`src/rtl/pdma_pkg.sv`:
```
package pdma_pkg;

  typedef enum logic [1:0] {
    CH_IDLE  = 2'd0,
    CH_STALL = 2'd1,
    CH_ON    = 2'd2,
    CH_NEXT  = 2'd3
  } ch_state_e;

  localparam int NSLOT = 2;
  localparam int BYTE_W = 8;

  // register offsets
  localparam int OFF_CTRL      = 'h00;
  localparam int OFF_CAUSE     = 'h04;
  localparam int OFF_PORT      = 'h08;
  localparam int OFF_STAT      = 'h0C;
  localparam int OFF_REMAIN    = 'h14;
  localparam int OFF_SLOT_CNT  = 'h20;
  localparam int OFF_SLOT_BASE = 'h24;
  localparam int SLOT_STRIDE   = 'h10;

  // control / cause bit positions
  localparam int B_STALL = 0;
  localparam int B_FREE  = 1;
  localparam int B_DIR   = 2;
  localparam int B_ERR   = 3;
  localparam int B_RUN   = 4;
  localparam int CTRL_W  = 5;
  localparam int PORT_W  = 4;
  localparam int STAT_LSB = 4;

endpackage

```
`src/rtl/pdma_regs.sv`:
```
module pdma_regs
  import pdma_pkg::*;
#(
  parameter int AW  = 32,
  parameter int CW  = 16,
  parameter int RAW = 8
) (
  input  logic                       clk,
  input  logic                       rst,
  input  logic                       reg_wr,
  input  logic                       reg_rd,
  input  logic [RAW-1:0]             reg_addr,
  input  logic [31:0]                reg_wdata,
  output logic [31:0]                reg_rdata,
  input  ch_state_e                  state,
  input  logic [CW-1:0]              remaining,
  input  logic                       err_set,
  output logic [CTRL_W-1:0]          ctrl_o,
  output logic                       err_o,
  output logic [NSLOT-1:0][CW-1:0]   cnt_o,
  output logic [NSLOT-1:0][AW-1:0]   base_o,
  output logic                       load_o,
  output logic                       load_slot_o,
  output logic                       irq_o
);

  localparam logic [RAW-1:0] A_CTRL   = RAW'(OFF_CTRL);
  localparam logic [RAW-1:0] A_CAUSE  = RAW'(OFF_CAUSE);
  localparam logic [RAW-1:0] A_PORT   = RAW'(OFF_PORT);
  localparam logic [RAW-1:0] A_STAT   = RAW'(OFF_STAT);
  localparam logic [RAW-1:0] A_REMAIN = RAW'(OFF_REMAIN);

  logic [CTRL_W-1:0] ctrl_q;
  logic [PORT_W-1:0] port_q;
  logic              err_q;
  logic              irq_q;
  logic [31:0]       rd_d;
  logic [NSLOT-1:0]  hit_base;
  logic              stall_c, free_c;
  logic              unused_bits;

  assign unused_bits = ^reg_wdata;

  always_ff @(posedge clk) begin
    if (rst) begin
      ctrl_q <= '0;
      port_q <= '0;
      err_q  <= 1'b0;
    end else begin
      if (reg_wr && reg_addr == A_CTRL) ctrl_q <= reg_wdata[CTRL_W-1:0];
      if (reg_wr && reg_addr == A_PORT) port_q <= reg_wdata[PORT_W-1:0];
      if (err_set) err_q <= 1'b1;
      else if (reg_wr && reg_addr == A_CAUSE && reg_wdata[B_ERR]) err_q <= 1'b0;
    end
  end

  for (genvar s = 0; s < NSLOT; s++) begin : g_slot
    localparam logic [RAW-1:0] A_CNT  = RAW'(OFF_SLOT_CNT + s * SLOT_STRIDE);
    localparam logic [RAW-1:0] A_BASE = RAW'(OFF_SLOT_BASE + s * SLOT_STRIDE);
    logic [CW-1:0] c_q;
    logic [AW-1:0] b_q;
    always_ff @(posedge clk) begin
      if (rst) begin
        c_q <= '0;
        b_q <= '0;
      end else begin
        if (reg_wr && reg_addr == A_CNT) c_q <= reg_wdata[CW-1:0];
        if (reg_wr && reg_addr == A_BASE && state != CH_NEXT) b_q <= reg_wdata[AW-1:0];
      end
    end
    assign hit_base[s] = reg_wr && (reg_addr == A_BASE);
    assign cnt_o[s]    = c_q;
    assign base_o[s]   = b_q;
  end

  assign load_o      = |hit_base;
  assign load_slot_o = hit_base[1];

  assign stall_c = (state == CH_STALL);
  assign free_c  = (state == CH_ON);

  always_comb begin
    rd_d = '0;
    if (reg_addr == A_CTRL)   rd_d = 32'(ctrl_q);
    if (reg_addr == A_CAUSE)  rd_d = 32'({err_q, 1'b0, free_c, stall_c});
    if (reg_addr == A_PORT)   rd_d = 32'(port_q);
    if (reg_addr == A_STAT)   rd_d = 32'(state) << STAT_LSB;
    if (reg_addr == A_REMAIN) rd_d = 32'(remaining);
    for (int s = 0; s < NSLOT; s++) begin
      if (reg_addr == RAW'(OFF_SLOT_CNT + s * SLOT_STRIDE))  rd_d = 32'(cnt_o[s]);
      if (reg_addr == RAW'(OFF_SLOT_BASE + s * SLOT_STRIDE)) rd_d = 32'(base_o[s]);
    end
  end

  always_ff @(posedge clk) begin
    if (rst) begin
      reg_rdata <= '0;
      irq_q     <= 1'b0;
    end else begin
      if (reg_rd) reg_rdata <= rd_d;
      irq_q <= (stall_c & ctrl_q[B_STALL]) | (free_c & ctrl_q[B_FREE]) |
               (err_q & ctrl_q[B_ERR]);
    end
  end

  assign ctrl_o = ctrl_q;
  assign err_o  = err_q;
  assign irq_o  = irq_q;

endmodule

```
`src/rtl/pdma_fsm.sv`:
```
module pdma_fsm
  import pdma_pkg::*;
(
  input  logic      clk,
  input  logic      rst,
  input  logic      run,
  input  logic      load,
  input  logic      load_slot,
  input  logic      done,
  output ch_state_e state_o,
  output logic      start_o,
  output logic      start_slot_o
);

  ch_state_e st_q, st_d;
  logic      go, go_slot, pend_q, pend_d, start_q, slot_q;

  always_comb begin
    st_d    = st_q;
    go      = 1'b0;
    go_slot = pend_q;
    pend_d  = pend_q;
    case (st_q)
      CH_IDLE:  if (run) st_d = CH_STALL;
      CH_STALL: begin
        if (!run) st_d = CH_IDLE;
        else if (load) begin
          st_d    = CH_ON;
          go      = 1'b1;
          go_slot = load_slot;
        end
      end
      CH_ON: begin
        if (done && load && run) begin
          go      = 1'b1;
          go_slot = load_slot;
        end else if (done) begin
          st_d = CH_STALL;
        end else if (load && run) begin
          st_d   = CH_NEXT;
          pend_d = load_slot;
        end
      end
      CH_NEXT: begin
        if (done) begin
          st_d    = CH_ON;
          go      = 1'b1;
          go_slot = pend_q;
        end
      end
      default: st_d = CH_IDLE;
    endcase
  end

  always_ff @(posedge clk) begin
    if (rst) begin
      st_q    <= CH_IDLE;
      pend_q  <= 1'b0;
      start_q <= 1'b0;
      slot_q  <= 1'b0;
    end else begin
      st_q    <= st_d;
      pend_q  <= pend_d;
      start_q <= go;
      slot_q  <= go_slot;
    end
  end

  assign state_o      = st_q;
  assign start_o      = start_q;
  assign start_slot_o = slot_q;

endmodule

```
`src/rtl/pdma_mover.sv`:
```
module pdma_mover
  import pdma_pkg::*;
#(
  parameter int AW = 32,
  parameter int CW = 16
) (
  input  logic              clk,
  input  logic              rst,
  input  logic              start,
  input  logic [CW-1:0]     cnt_init,
  input  logic [AW-1:0]     base_init,
  input  logic              dir_rx,
  output logic              done_o,
  output logic              err_o,
  output logic [CW-1:0]     remaining_o,
  output logic              mem_req,
  output logic              mem_we,
  output logic [AW-1:0]     mem_addr,
  output logic [BYTE_W-1:0] mem_wdata,
  input  logic              mem_ack,
  input  logic              mem_err,
  input  logic [BYTE_W-1:0] mem_rdata,
  input  logic              per_req,
  output logic              per_ack,
  output logic [BYTE_W-1:0] per_wdata,
  input  logic [BYTE_W-1:0] per_rdata
);

  typedef enum logic [1:0] {MV_WAIT, MV_MEM, MV_PER} mv_e;

  mv_e           mv;
  logic          busy, rx;
  logic [CW-1:0] cnt;
  logic [AW-1:0] addr;

  always_ff @(posedge clk) begin
    if (rst) begin
      mv        <= MV_WAIT;
      busy      <= 1'b0;
      rx        <= 1'b0;
      cnt       <= '0;
      addr      <= '0;
      mem_req   <= 1'b0;
      mem_we    <= 1'b0;
      mem_wdata <= '0;
      per_ack   <= 1'b0;
      per_wdata <= '0;
      done_o    <= 1'b0;
      err_o     <= 1'b0;
    end else begin
      per_ack <= 1'b0;
      done_o  <= 1'b0;
      err_o   <= 1'b0;
      if (start) begin
        busy <= 1'b1;
        cnt  <= cnt_init;
        addr <= base_init;
        rx   <= dir_rx;
        mv   <= MV_WAIT;
      end else begin
        case (mv)
          MV_WAIT: begin
            if (busy) begin
              if (cnt == '0) begin
                busy   <= 1'b0;
                done_o <= 1'b1;
              end else if (per_req) begin
                mem_req <= 1'b1;
                mem_we  <= rx;
                mv      <= MV_MEM;
                if (rx) begin
                  mem_wdata <= per_rdata;
                  per_ack   <= 1'b1;
                end
              end
            end
          end
          MV_MEM: begin
            if (mem_ack) begin
              mem_req <= 1'b0;
              if (mem_err) begin
                busy   <= 1'b0;
                done_o <= 1'b1;
                err_o  <= 1'b1;
                mv     <= MV_WAIT;
              end else if (rx) begin
                cnt  <= cnt - 1'b1;
                addr <= addr + 1'b1;
                mv   <= MV_WAIT;
              end else begin
                per_wdata <= mem_rdata;
                per_ack   <= 1'b1;
                mv        <= MV_PER;
              end
            end
          end
          MV_PER: begin
            cnt  <= cnt - 1'b1;
            addr <= addr + 1'b1;
            mv   <= MV_WAIT;
          end
          default: mv <= MV_WAIT;
        endcase
      end
    end
  end

  assign mem_addr    = addr;
  assign remaining_o = cnt;

endmodule

```
`src/rtl/pdma_chan.sv`:
```
module pdma_chan
  import pdma_pkg::*;
#(
  parameter int AW  = 32,
  parameter int CW  = 16,
  parameter int RAW = 8
) (
  input  logic           clk,
  input  logic           rst,
  input  logic           reg_wr,
  input  logic           reg_rd,
  input  logic [RAW-1:0] reg_addr,
  input  logic [31:0]    reg_wdata,
  output logic [31:0]    reg_rdata,
  output logic           irq,
  output logic           mem_req,
  output logic           mem_we,
  output logic [AW-1:0]  mem_addr,
  output logic [7:0]     mem_wdata,
  input  logic           mem_ack,
  input  logic           mem_err,
  input  logic [7:0]     mem_rdata,
  input  logic           per_req,
  output logic           per_ack,
  output logic [7:0]     per_wdata,
  input  logic [7:0]     per_rdata
);

  ch_state_e                 st;
  logic [CTRL_W-1:0]         ctrl_q;
  logic                      err_q;
  logic [NSLOT-1:0][CW-1:0]  slot_cnt;
  logic [NSLOT-1:0][AW-1:0]  slot_base;
  logic                      load_p, load_slot;
  logic                      start_p, start_slot;
  logic                      done_p, err_p;
  logic [CW-1:0]             remaining;

  pdma_regs #(.AW(AW), .CW(CW), .RAW(RAW)) u_regs (
    .clk(clk), .rst(rst),
    .reg_wr(reg_wr), .reg_rd(reg_rd), .reg_addr(reg_addr),
    .reg_wdata(reg_wdata), .reg_rdata(reg_rdata),
    .state(st), .remaining(remaining), .err_set(err_p),
    .ctrl_o(ctrl_q), .err_o(err_q), .cnt_o(slot_cnt), .base_o(slot_base),
    .load_o(load_p), .load_slot_o(load_slot), .irq_o(irq)
  );

  pdma_fsm u_fsm (
    .clk(clk), .rst(rst),
    .run(ctrl_q[B_RUN]), .load(load_p), .load_slot(load_slot), .done(done_p),
    .state_o(st), .start_o(start_p), .start_slot_o(start_slot)
  );

  pdma_mover #(.AW(AW), .CW(CW)) u_mover (
    .clk(clk), .rst(rst),
    .start(start_p), .cnt_init(slot_cnt[start_slot]),
    .base_init(slot_base[start_slot]), .dir_rx(ctrl_q[B_DIR]),
    .done_o(done_p), .err_o(err_p), .remaining_o(remaining),
    .mem_req(mem_req), .mem_we(mem_we), .mem_addr(mem_addr),
    .mem_wdata(mem_wdata), .mem_ack(mem_ack), .mem_err(mem_err),
    .mem_rdata(mem_rdata), .per_req(per_req), .per_ack(per_ack),
    .per_wdata(per_wdata), .per_rdata(per_rdata)
  );

endmodule

```
`config.mk`:
```
export PLATFORM = sky130hd
export DESIGN_NAME = pdma_chan
export DESIGN_NICKNAME = d
export VERILOG_FILES = /design/src/rtl/pdma_pkg.sv /design/src/rtl/pdma_regs.sv /design/src/rtl/pdma_fsm.sv /design/src/rtl/pdma_mover.sv /design/src/rtl/pdma_chan.sv
export SDC_FILE = /design/constraint.sdc
export NUM_CORES = 1
export LEC_CHECK = 0
export BUFFER_PORTS_ARGS = -buffer_cell sky130_fd_sc_hd__buf_2
export CAP_MARGIN = 20
export CORE_UTILIZATION = 49
export DETAILED_ROUTE_END_ITERATION = 16
export MAX_ROUTING_LAYER = met4
export PLACE_DENSITY = 0.7
export SYNTH_ARGS = -nofsm -noshare
export SYNTH_HDL_FRONTEND = slang
export SYNTH_SLANG_ARGS = --single-unit
```
`constraint.sdc`:
```
create_clock -name clk -period 5 [get_ports clk]
set_input_delay 0.5 -clock clk [delete_from_list [all_inputs] [get_ports clk]]
set_output_delay 0.5 -clock clk [all_outputs]
set_load 0.05 [all_outputs]
```
# Yosys cells after proc, flatten, opt, wreduce, memory -nomap -nowiden
# Cells that the tools add are included.
op_classes:
  n_addsub: 2
  n_lt_le_gt_ge: 1
  n_eq_ne: 27
  mux: 73
  bitwise_logic: 12
  reduce_logical: 33
ops:
  columns: ["operator", "n"]
  rows:
  - ["$mux W32", 9]
  - ["$mux W16", 8]
  - ["$pmux W32 S2", 1]
  - ["$add A32 B1 Y32 const B", 1]
  - ["$eq A8 B6 Y1 const B", 4]
  - ["$pmux W16 S2", 1]
  - ["$mux W1", 29]
  - ["$mux W2", 13]
  - ["$eq A8 B4 Y1 const B", 2]
  - ["$logic_not A16 Y1", 1]
  - ["$sub A16 B1 Y16 const B", 1]
  - ["$mux W5", 3]
  - ["$reduce_and A5 Y1", 3]
  - ["$logic_and A1 B1 Y1", 13]
  - ["$ne A2 B2 Y1 const B", 6]
  - ["$reduce_and A4 Y1", 3]
  - ["$reduce_and A6 Y1", 2]
  - ["$pmux W1 S2", 5]
  - ["$ne A3 B3 Y1 const B", 3]
  - ["$eq A8 B3 Y1 const B", 1]
  - ["$eq A8 B5 Y1 const B", 1]
  - ["$logic_not A8 Y1", 1]
  - ["$pmux W2 S4", 1]
  - ["$not A1 Y1", 7]
  - ["17 further kinds", 29]
totals:
  regBits: 217
  input_bits: 63
  out_inout_bits: 84

# Depth between registers and ports, before layout
# Gate-level depths: netlist of the first run.
logic_depth:
  ltp_word: 10
  ltp_mapped: 8
  ltp_nobuf: 7

# Cells and area by module
# Synthesis of the first run repeated with hierarchy kept, for this count alone.
unflattened:
  cells_unflattened: 1283
  hier_area_um2: 10772.8
by_module_without_submodules:
  columns: ["module", "instances", "cells_per_inst", "area_per_inst_um2", "seq_area_each_um2"]
  rows:
  - ["pdma_regs", 1, 765, 6153.4, 2782.7]
  - ["pdma_mover", 1, 419, 3587.2, 1461.4]
  - ["pdma_chan", 1, 53, 659.4, 0.0]
  - ["pdma_fsm", 1, 46, 372.9, 100.1]

# Worst setup path after synthesis of the first run
# OpenSTA, ideal clock, no wires.
synth_timing:
  path_kind: "register to register"
  startpoint: "register u_mover.addr[0] (netlist: u_mover.mem_addr[0])"
  endpoint: "register u_mover.addr[30] (netlist: u_mover.mem_addr[30])"
  setup_ns: 0.115
  arrival_time_ns: 2.402
  path_slack_ns: 2.482
  stages_incl_launch_ff: 7
  path_cell_list: "dfxtp_1 ha_1 and2_2 nand2_4 or4_4 or4b_1 and3_1"
synth_via:
  elab_chain_cells: 6
synth_lines:
  columns: ["item", "line", "rtl"]
  rows:
  - ["start: declaration", "pdma_mover.sv:34", "logic [AW-1:0] addr;"]
  - ["start signal: assignment", "pdma_mover.sv:57", "addr <= base_init;"]
  - ["start signal: assignment", "pdma_mover.sv:88", "addr <= addr + 1'b1;"]
  - ["start signal: assignment", "pdma_mover.sv:99", "addr <= addr + 1'b1;"]
  - ["$add A32 B1 Y32 (*)", "pdma_mover.sv:88, pdma_mover.sv:99", null]
  - ["$mux W32", "pdma_mover.sv:86", "end else if (rx) begin"]
  - ["$mux W32", "pdma_mover.sv:81", "if (mem_err) begin"]
  - ["$mux W32", "pdma_mover.sv:79", "if (mem_ack) begin"]
  - ["$pmux W32 S2 (*)", "pdma_mover.sv:61", "case (mv)"]
  - ["$mux W32 (*)", "pdma_mover.sv:54", "if (start) begin"]
# Every way passes the cells marked *; elsewhere a longest branch is shown, timed or not. The select of a mux whose other input is x is not followed.
# A chain may end at the register's enable or synchronous reset.

# Worst setup path in the final report of the first run
layout_timing:
  startpoint: "register u_mover.mv[0]"
  endpoint: "register u_mover.addr[19] (netlist: u_mover.mem_addr[19])"
layout_via:
  elab_chain_cells: 3
layout_lines:
  columns: ["item", "line", "rtl"]
  rows:
  - ["start: declaration", "pdma_mover.sv:31", "mv_e mv;"]
  - ["start signal: assignment", "pdma_mover.sv:38", "mv <= MV_WAIT;"]
  - ["start signal: assignment", "pdma_mover.sv:59", "mv <= MV_WAIT;"]
  - ["start signal: assignment", "pdma_mover.sv:70", "mv <= MV_MEM;"]
  - ["$eq A2 B1 Y1 / $eq A2 B2 Y1 (equally long branches)", "pdma_mover.sv:61", null]
  - ["$ne A3 B2 Y1 (no line), or another cell as far along", null, null]
  - ["$reduce_and A4 Y1 (no line) / $mux W32 (equally long branches)", null, null]
# Parallel ways exist; a longest one is shown, timed or not.

==> results.json, run 1 <==
{
  "status": "complete, no violations",
  "worst_slew_pin_slew_ns": 0.987,
  "arrival_ns": 3.08,
  "grt_pass1_wl_um": 50400,
  "async_reset_ff_share_pct": 0,
  "yosys-top-cells-area": "dfxtp_1 41%, nand2_1 8.2%, a21oi_1 7.9%",
  "comb_power_share_pct": 4.9,
  "power_leakage_nw": 4.64,
  "core_um2": 21100,
  "vias_per_cell": 6.00,
  "synth_top_area_cell": "dfxtp_1",
  "instances_no_fill": 1697,
  "drt_pass1_iterations": 5,
  "period_minus_slack_ns": 2.68,
  "synth_fp_nets": 1387,
  "crit_path_max_fanout": 19,
  "gp_congestion": 0.915,
  "ys_types": 71,
  "cts_setup_buffers": 0,
  "io_pins": 147,
  "wl_per_cell_um": 19.2,
  "pwr-share-clk_pct": 50.3,
  "area_growth_pct": 16.6,
  "dieHeight_um": 149,
  "synth_edf_count": 0,
  "power.density_nw_per_um2": 315,
  "cp_data_required_time_ns": 5.40,
  "ys_seq_elements": 217,
  "peakVddDrop_mv": 0.232,
  "yosysTopAreaCellShare_pct": 41.0,
  "n_antenna_cell": 0,
  "critPathKind": "reg2reg",
  "fillers": 1969,
  "antenna_found_initial": 0,
  "multi_input_area_um2": 5790,
  "portBuffers": 146,
  "grt_remaining_overflow": 0,
  "first_global_vias": 9167,
  "period_share_pct": 53.5,
  "dieArea_um2": 22200,
  "rsz0062_at_grt": "false",
  "dpl.cell_count": 1650,
  "postCtsHoldBufs": 0,
  "swShare_pct": 22.7,
  "cts_sinks": 217,
  "initial_core_util_pct": 50.2,
  "fmax_mhz": 374,
  "endpoint_kind": "flip-flop",
  "insertion_delay_ns": 0.53,
  "h-tree-depth": 1,
  "p_int_mw": 3.01,
  "cts-buffers-inserted": 25,
  "slew_headroom_pct": 34.2,
  "p_switching_uw": 883,
  "drive_above_1_share_pct": 19.0,
  "grtUsageTotal_pct": 29.7,
  "pwr-share-seq_pct": 44.8,
  "dpl.hpwl_um": 22000,
  "cts_root_buffer": "clkbuf_16",
  "route.detailed.drc": 0,
  "cts_tree": "built",
  "nets": 1474,
  "hold_viol_final": 0,
  "drv_slew": 0,
  "power_mw": 3.89,
  "rows": 53,
  "syn_inst": 1316,
  "ant_nets": 0,
  "start_kind": "flip-flop",
  "synth_ff_type": "dfxtp_1",
  "netlist_area_um2": 10600,
  "setup-violations-final": 0,
  "yosys_warnings": 0,
  "hold_class": "in2reg",
  "num_vias": 10174,
  "syn_area_per_cell_um2": 8.05,
  "maxCapViolCount": 0,
  "grt_max_degree": 99,
  "drt_iter0_drc": 918,
  "die-width_um": 149,
  "seqCellArea_um2": 4350,
  "path_clk_slew_ns": 0.06,
  "clock_skew_ns": 0.0169,
  "seq_area_frac_synth_pct": 41.0,
  "cts_buffer_depth": 3,
  "finalSetupTns_ns": 0,
  "whs_ns": 0.216,
  "ctsResizeCount": 0,
  "wirelength_um": 32600
}
==> cell families (layout without fill, tap and decap cells) <==
family	Yosys count	after routing	synth area share, %
AO/OA/AOI/OAI	328	328	18.1
flip-flops	217	217	41.0
AND/OR/NAND/NOR	517	517	23.5
XOR/XNOR	33	33	2.73
multiplexers	90	90	9.03
adder cells (fa/ha/maj)	8	8	0.945
buffers and inverters	123	229	4.63
==> synthesized netlist by cell type (all sizes together) (11+ instances only) <==
cell      n
nor2     85
o21ai    69
and2     12
a21oi   167
buf      21
nor2b    14
a211oi   13
clkbuf   79
dfxtp   217
nand2   232
nor4     20
inv      22
xnor2    26
a22oi    19
mux2     44
mux2i    46
nor3     19
nand4    16
and3     11
nand3    57
==> metal layers <==
metal	wire [um]	global-route usage, %	share of wire (%)
met4	907	9.69	2.8
met5	0	-	0
met3	2690	4.68	8.3
met2	14400	43.1	44
met1	14600	41.8	45
==> cells in the final DEF, fill, tap and decap left out, types with 6 or more instances in the layout <==
cell type	count
nand2_1	231
o21a_1	6
xnor2_1	26
nand2b_1	8
nor2b_1	14
nand3_1	57
nor4b_1	6
xor2_1	7
and4_1	8
buf_2	145
mux2_2	44
ha_1	8
o211ai_1	7
and2_1	9
nor4_1	17
o21ai_0	69
nand4_1	16
a211oi_1	13
clkbuf_8	10
nor2_1	85
a22oi_1	19
mux2i_1	46
buf_4	12
dfxtp_1	216
a311oi_1	7
clkbuf_16	25
nor3_1	16
o2bb2ai_1	7
inv_1	21
a21oi_1	167
and3_1	10
==> stage by stage <==
step,utilization [%],setup slack (ns),cell area [um2]
final,58.5,2.32,12300
after global placement,54.0,1.90,11400
after global routing,58.5,2.03,12300
after CTS,58.4,2.34,12300
after detailed placement,54.2,1.97,11400
after floorplan,-,2.48,10600
==> final cells by class <==
| type | instances | share of cell area, % |
|---|---|---|
| Clock inverter | 9 | 1.00 |
| Multi-Input combinational cell | 976 | 46.9 |
| Tap cell | 275 | 2.79 |
| Sequential cell | 217 | 35.2 |
| Clock buffer | 37 | 6.24 |
| Inverter | 23 | 0.699 |
| Timing Repair Buffer | 160 | 7.15 |
==> critical path, cell delays in order (launching register included) <==
cell and delay, ns:
dfxtp_1 0.49, nand3b_1 0.24, o32a_1 0.63, buf_4 0.34, nor4_4 0.53, mux2i_1 0.26, nor3_1 0.07
==> final timing paths <==
kind | from | end | slack (ns) | cells past startpoint
max reg2reg | u_mover.mv[0]$_SDFFE_PP0P_ | u_mover.mem_addr[19]$_SDFFE_PP0P_ | 2.32 | 6
min reg2reg | u_regs.g_slot[0].b_q[8]$_SDFFE_PP0P_ | u_regs.g_slot[0].b_q[8]$_SDFFE_PP0P_ | 0.47 | 2
max | u_mover.mv[0]$_SDFFE_PP0P_ | u_mover.mem_addr[19]$_SDFFE_PP0P_ | 2.32 | 6
min | mem_rdata[5] | u_mover.per_wdata[5]$_SDFFE_PP0P_ | 0.22 | 3
==> state kept, by name, indices dropped and copies added, names as in the netlist, 2 cells and up <==
name / cells
u_regs.g_slot.c_q: 32
u_mover.mv: 2
u_regs.g_slot.b_q: 64
u_mover.per_wdata: 8
u_fsm.state_o: 2
u_mover.mem_addr: 32
u_regs.reg_rdata: 32
u_mover.remaining_o: 16
u_regs.ctrl_o: 5
u_mover.mem_wdata: 8
u_regs.port_q: 4
==> power by group through the flow <==
stage	combinational [mW]	sequential [mW]	clock, mW
after global placement	0.183	1.78	0
final	0.190	1.74	1.96
after detailed placement	0.183	1.78	0
after CTS	0.184	1.74	1.97
after global routing	0.202	1.74	2.06
after floorplan	0.0879	1.80	0
No activity file was read; power rests on OpenSTA's default activity.
==> run 2: changes to the inputs <==
--- a/config.mk
+++ b/config.mk
@@ -10,7 +10,7 @@
 export CORE_UTILIZATION = 49
 export DETAILED_ROUTE_END_ITERATION = 16
 export MAX_ROUTING_LAYER = met4
-export PLACE_DENSITY = 0.7
+export PLACE_DENSITY = 0.72
 export SYNTH_ARGS = -nofsm -noshare
 export SYNTH_HDL_FRONTEND = slang
 export SYNTH_SLANG_ARGS = --single-unit
==> constraint.sdc (replaced) <==
create_clock -name clk -period 2.4 [get_ports clk]
set_input_delay 0.24 -clock clk [delete_from_list [all_inputs] [get_ports clk]]
set_output_delay 0.24 -clock clk [all_outputs]
set_load 0.05 [all_outputs]
==> run 2 against run 1 <==
Effect of this change: setup slack got worse by 2.1 ns; power rose by 100%; flip-flop and latch count did not move; design area rose by 5.1%; first-iteration DRC count rose by 12%; clock power rose by 94%; sequential share of layout area fell by 1.6 points; critical path type unchanged; largest cell class unchanged; largest power group unchanged.
==> results.json, run 2 (synthesis results as in run 1) <==
{
  "io_pins": 147,
  "wirelength_um": 33300,
  "layout_commonest_cell": "nand2_1",
  "reg2reg_to": "u_mover.mem_addr[30]$_SDFFE_PP0P_",
  "status": "complete, no violations",
  "reg2reg_depth": 6,
  "setup_ws_ns": 0.177,
  "power.density_nw_per_um2": 608,
  "fmax_mhz": 450,
  "whs_ns": 0.0136,
  "die-width_um": 149,
  "path_clk_slew_ns": 0.06,
  "cts-buffers-inserted": 24,
  "ctsResizeCount": 0,
  "fin_area_um2": 13000,
  "hold_path_end": "u_regs.g_slot[1].c_q[7]$_SDFFE_PP0P_",
  "grt_remaining_overflow": 0,
  "crit_path_max_fanout": 6,
  "nets": 1552,
  "clock_skew_ns": 0.0135,
  "dieArea_um2": 22200,
  "critPathKind": "reg2reg",
  "pre_cts_slack_ns": 0.200,
  "drt_iter0_drc": 1032,
  "period_share_pct": 92.6,
  "grt_pass1_wl_um": 52300,
  "insertion_delay_ns": 0.53,
  "num_vias": 10525,
  "setup-violations-final": 0,
  "ant_nets": 0,
  "instances_no_fill": 1772,
  "finalSetupTns_ns": 0,
  "largest_reg_flops": 64,
  "area_growth_pct": 22.5,
  "portBuffers": 146,
  "cp_data_required_time_ns": 2.82,
  "postPlaceCellArea_um2": 11800,
  "cts_root_buffer": "clkbuf_16",
  "worst_slew_pin_slew_ns": 0.720,
  "drt_pass1_iterations": 5,
  "dieHeight_um": 149,
  "route.detailed.drc": 0,
  "holdCritStartpoint": "reg_wdata[7]",
  "h-tree-depth": 1,
  "peakVddDrop_mv": 0.487,
  "antenna_found_initial": 0,
  "endpoint_kind": "flip-flop",
  "drv_slew": 0,
  "period_minus_slack_ns": 2.22,
  "wl_per_cell_um": 18.8,
  "initial_core_util_pct": 50.2,
  "dpl.hpwl_um": 22600,
  "rrSetupSlack_ns": 0.18,
  "hold_class": "in2reg",
  "power_leakage_nw": 4.97,
  "rows": 53,
  "gp_congestion": 0.970,
  "r2r-start": "u_mover.mem_addr[0]$_SDFFE_PP0P_",
  "grtUsageTotal_pct": 30.6,
  "n_antenna_cell": 0,
  "dpl.cell_count": 1691,
  "grt_max_degree": 53,
  "slew_headroom_pct": 51.9,
  "cts_tree": "built",
  "hold_depth": 3,
  "first_global_vias": 9763,
  "cts_sinks": 217,
  "core_um2": 21100,
  "cts_buffer_depth": 3,
  "cts_setup_buffers": 0,
  "drive_above_1_share_pct": 21.0,
  "final_cell_mix": "231 x nand2_1, 207 x dfxtp_1, 167 x a21oi_1",
  "hold_viol_final": 0,
  "rsz0062_at_grt": "false",
  "maxCapViolCount": 0,
  "vias_per_cell": 5.94,
  "arrival_ns": 2.64,
  "start_kind": "flip-flop",
  "max_flop_register": "u_regs.g_slot.b_q"
}
[run 2: final cells by class]
| class | instances | area, um2 |
|---|---|---|
| sequential | 217 | 4360 |
| clock inverter | 8 | 105 |
| tap | 275 | 344 |
| multi-input combinational | 976 | 5790 |
| fill | 1856 | 8110 |
| inverter | 23 | 86.3 |
| clock buffer | 34 | 718 |
| timing repair buffer | 239 | 1570 |
[run 2: through the flow]
stage / power, mW / util [%]
floorplan: 3.93 / -
global placement: 4.10 / 55.8
detailed placement: 4.11 / 55.8
CTS: 7.92 / 61.5
global route: 8.11 / 61.5
finish: 7.89 / 61.5
[run 2: what timing repair did]
action                                  in CTS  in global routing
endpoints found under the hold margin       67                  0
endpoints found under the setup margin       0                  0
hold buffers                                39                  0
[run 2: worst max-delay path, cell delays in order (launching register included)]
cell     delay (ns)
dfxtp_2        0.39
ha_1           0.22
and2_2         0.21
nand2_4        0.08
or4_4          0.56
or4b_1         0.50
and3_1         0.18
[run 2: power breakdown]
group          internal, mW  switching, mW
registers              3.62         0.0166
clock network          2.29           1.51
logic                 0.163          0.294
[run 2: routing by layer]
layer	vias up	share of wire, %	global-route usage [%]
met3	59	9.0	4.65
met4	0	2.3	8.01
met5	-	0	-
met2	515	45	47.7
li1	4981	-	-
met1	4970	44	41.2
[run 2: worst max-delay path by stage]
stage / from / end / slack [ns] / depth (start not counted)
floorplan: u_mover.mem_addr[16]$_SDFFE_PP0P_ / u_mover.mem_addr[30]$_SDFFE_PP0P_ / 0.003 / 5
global placement: u_mover.mem_addr[0]$_SDFFE_PP0P_ / u_mover.mem_addr[30]$_SDFFE_PP0P_ / 0.24 / 6
detailed placement: u_mover.mem_addr[0]$_SDFFE_PP0P_ / u_mover.mem_addr[30]$_SDFFE_PP0P_ / 0.20 / 6
CTS: u_mover.mem_addr[0]$_SDFFE_PP0P_ / u_mover.mem_addr[30]$_SDFFE_PP0P_ / 0.20 / 6
global route: u_mover.mv[1]$_SDFFE_PP0P_ / u_mover.mem_addr[28]$_SDFFE_PP0P_ / 0.006 / 5
finish: u_mover.mem_addr[0]$_SDFFE_PP0P_ / u_mover.mem_addr[30]$_SDFFE_PP0P_ / 0.18 / 6
==> run 3: changes to the inputs <==
--- a/config.mk
+++ b/config.mk
@@ -11,6 +11,7 @@
 export DETAILED_ROUTE_END_ITERATION = 16
 export MAX_ROUTING_LAYER = met4
 export PLACE_DENSITY = 0.72
+export REMOVE_ABC_BUFFERS = 1
 export SYNTH_ARGS = -nofsm -noshare
 export SYNTH_HDL_FRONTEND = slang
 export SYNTH_SLANG_ARGS = --single-unit
==> run 3 against run 2 <==
Effect of this change: routed wire length decreased by 2.3%; count of clock-buffer cells in the layout is the same; register-to-register slack worse by 0.05 ns; die area did not move; non-clock buffer count up 5; critical path depth did not move; critical path type unchanged; critical endpoint is now u_mover.mem_addr[10]$_SDFFE_PP0P_; highest routed layer unchanged.
==> results.json, run 3 (synthesis results as in run 1) <==
{
  "largest_reg_flops": 64,
  "ant_nets": 0,
  "route.detailed.drc": 0,
  "multi_input_area_um2": 5790,
  "power_leakage_nw": 4.99,
  "power.density_nw_per_um2": 612,
  "path_clk_slew_ns": 0.06,
  "h-tree-depth": 1,
  "cp_data_required_time_ns": 2.79,
  "grt_pass1_wl_um": 50500,
  "reg2reg_depth": 6,
  "layout_commonest_cell": "nand2_1",
  "globalRoute.busiestLayer": "met2",
  "dieArea_um2": 22200,
  "crit_buf_inv": 1,
  "dpl.cell_count": 1698,
  "first_global_vias": 9522,
  "crit_slowest_cell": "o32a_1",
  "comb_power_share_pct": 5.7,
  "die-width_um": 149,
  "cts_sinks": 217,
  "status": "complete, no violations",
  "crit_cells": 6,
  "num_vias": 10544,
  "ctsResizeCount": 0,
  "nets": 1557,
  "drt_pass1_iterations": 5,
  "critPathTopFamily": "compound AO/OA/AOI/OAI gates",
  "hold_viol_final": 0,
  "fin_util_pct": 61.8,
  "dpl.hpwl_um": 21800,
  "instances_no_fill": 1780,
  "hold_depth": 3,
  "seqCellArea_um2": 4350,
  "finalSetupTns_ns": 0,
  "swShare_pct": 22.6,
  "met2_usage_pct": 45.1,
  "initial_core_util_pct": 50.2,
  "cts-buffers-inserted": 24,
  "drt_iter0_drc": 1112,
  "start_kind": "flip-flop",
  "rsz0062_at_grt": "false",
  "arrival_ns": 2.66,
  "cts_tree": "built",
  "grt_max_degree": 55,
  "period_minus_slack_ns": 2.27,
  "dieHeight_um": 149,
  "cts_buffer_depth": 3,
  "p_switching_mw": 1.80,
  "max_flop_register": "u_regs.g_slot.b_q",
  "portBuffers": 146,
  "peakVddDrop_mv": 0.595,
  "gr-usage-met1_pct": 40.2,
  "vias_per_cell": 5.92,
  "setup-violations-final": 0,
  "crit_path_cell_trace": "nand3b_1 > o32a_1 > buf_4 > nor4b_1 > xnor2_1 > a21oi_1",
  "drive_above_1_share_pct": 20.8,
  "period_share_pct": 94.6,
  "worst_slew_pin_slew_ns": 0.778,
  "fillers": 1889,
  "clock_skew_ns": 0.0125,
  "whs_ns": 0.0110,
  "endpoint_kind": "flip-flop",
  "drv_slew": 0,
  "io_pins": 147,
  "slew_headroom_pct": 48.0,
  "hold_class": "in2reg",
  "final_cell_mix": "231 x nand2_1, 216 x dfxtp_1, 167 x a21oi_1",
  "gp_congestion": 0.957,
  "insertion_delay_ns": 0.51,
  "met3_usage_pct": 2.81,
  "fmax_mhz": 441,
  "cts_root_buffer": "clkbuf_16",
  "pwr-share-clk_pct": 48.8,
  "critPathKind": "reg2reg",
  "antenna_found_initial": 3,
  "crit_path_max_fanout": 11,
  "grtUsageTotal_pct": 29.4,
  "core_um2": 21100,
  "worst_path_largest_cell_delay_ns": 0.62,
  "area_growth_pct": 23.1,
  "grt_remaining_overflow": 0,
  "wl_per_cell_um": 18.3,
  "p_int_mw": 6.18,
  "maxCapViolCount": 0,
  "pwr-share-seq_pct": 45.5,
  "rows": 53,
  "wirelength_um": 32500
}
==> run 3: changes by cell type in the layout (fill, tap and decap cells not counted), sizes merged <==
| cell | previous run | this run |
|---|---|---|
| clkinvlp | 0 | 2 |
| diode | 0 | 3 |
| clkinv | 7 | 4 |
| buf | 200 | 207 |
| bufinv | 2 | 3 |
| dlygate4sd3 | 39 | 37 |
==> run 3: final timing paths <==
path                            slack (ns)                  startpoint                                    to
worst max-delay path                  0.13  u_mover.mv[1]$_SDFFE_PP0P_     u_mover.mem_addr[10]$_SDFFE_PP0P_
worst min-delay path                  0.01                reg_wdata[9]  u_regs.g_slot[0].b_q[9]$_SDFFE_PP0P_
worst max register to register        0.13  u_mover.mv[1]$_SDFFE_PP0P_     u_mover.mem_addr[10]$_SDFFE_PP0P_
worst min register to register        0.44    u_mover.err_o$_SDFF_PP0_             u_regs.err_o$_SDFFE_PP0P_
==> run 3: tightest hold or removal path, stage by stage <==
cell     delay (ns)
buf_2          0.13
nand2_1        0.06
a21oi_1        0.05
==> run 3: stage by stage <==
stage	power (mW)	setup slack (ns)	area (um2)
6_report	7.98	0.131	13000
5_1_grt	8.18	0.0194	13000
4_1_cts	8.00	0.161	13000
3_5_place_dp	4.11	0.187	11800
3_3_place_gp	4.10	0.231	11800
2_1_floorplan	3.86	-0.881	10200
==> run 3: final cells by class <==
cell class | count | area share, %
multi-input cells | 976 | 44.5
flip-flops and latches | 217 | 33.3
diodes | 3 | 0.0576
clock inverters | 8 | 0.922
inverters | 23 | 0.663
clock buffers | 34 | 5.52
repair buffers | 244 | 12.4
well taps | 275 | 2.64
==> run 3: power by group through the flow <==
stage	registers, mW	logic, mW	clock network, mW
6_report	3.63	0.453	3.89
5_1_grt	3.63	0.484	4.06
4_1_cts	3.63	0.445	3.92
3_5_place_dp	3.71	0.396	0
3_3_place_gp	3.71	0.394	0
2_1_floorplan	3.74	0.114	0
==> run 3: repair_timing <==
| action | CTS | global route |
|---|---|---|
| hold buffers | 37 | 0 |
| buffers inserted | 0 | 0 |
| endpoints found under the setup margin | 0 | 0 |
| endpoints found under the hold margin | 56 | 0 |
==> run 3: layer usage <==
| metal | up-vias | wire length [um] |
|---|---|---|
| met5 | - | 0 |
| met4 | 0 | 983 |
| met3 | 72 | 2350 |
| met2 | 495 | 14800 |
| met1 | 4968 | 14400 |
| li1 | 5009 | - |
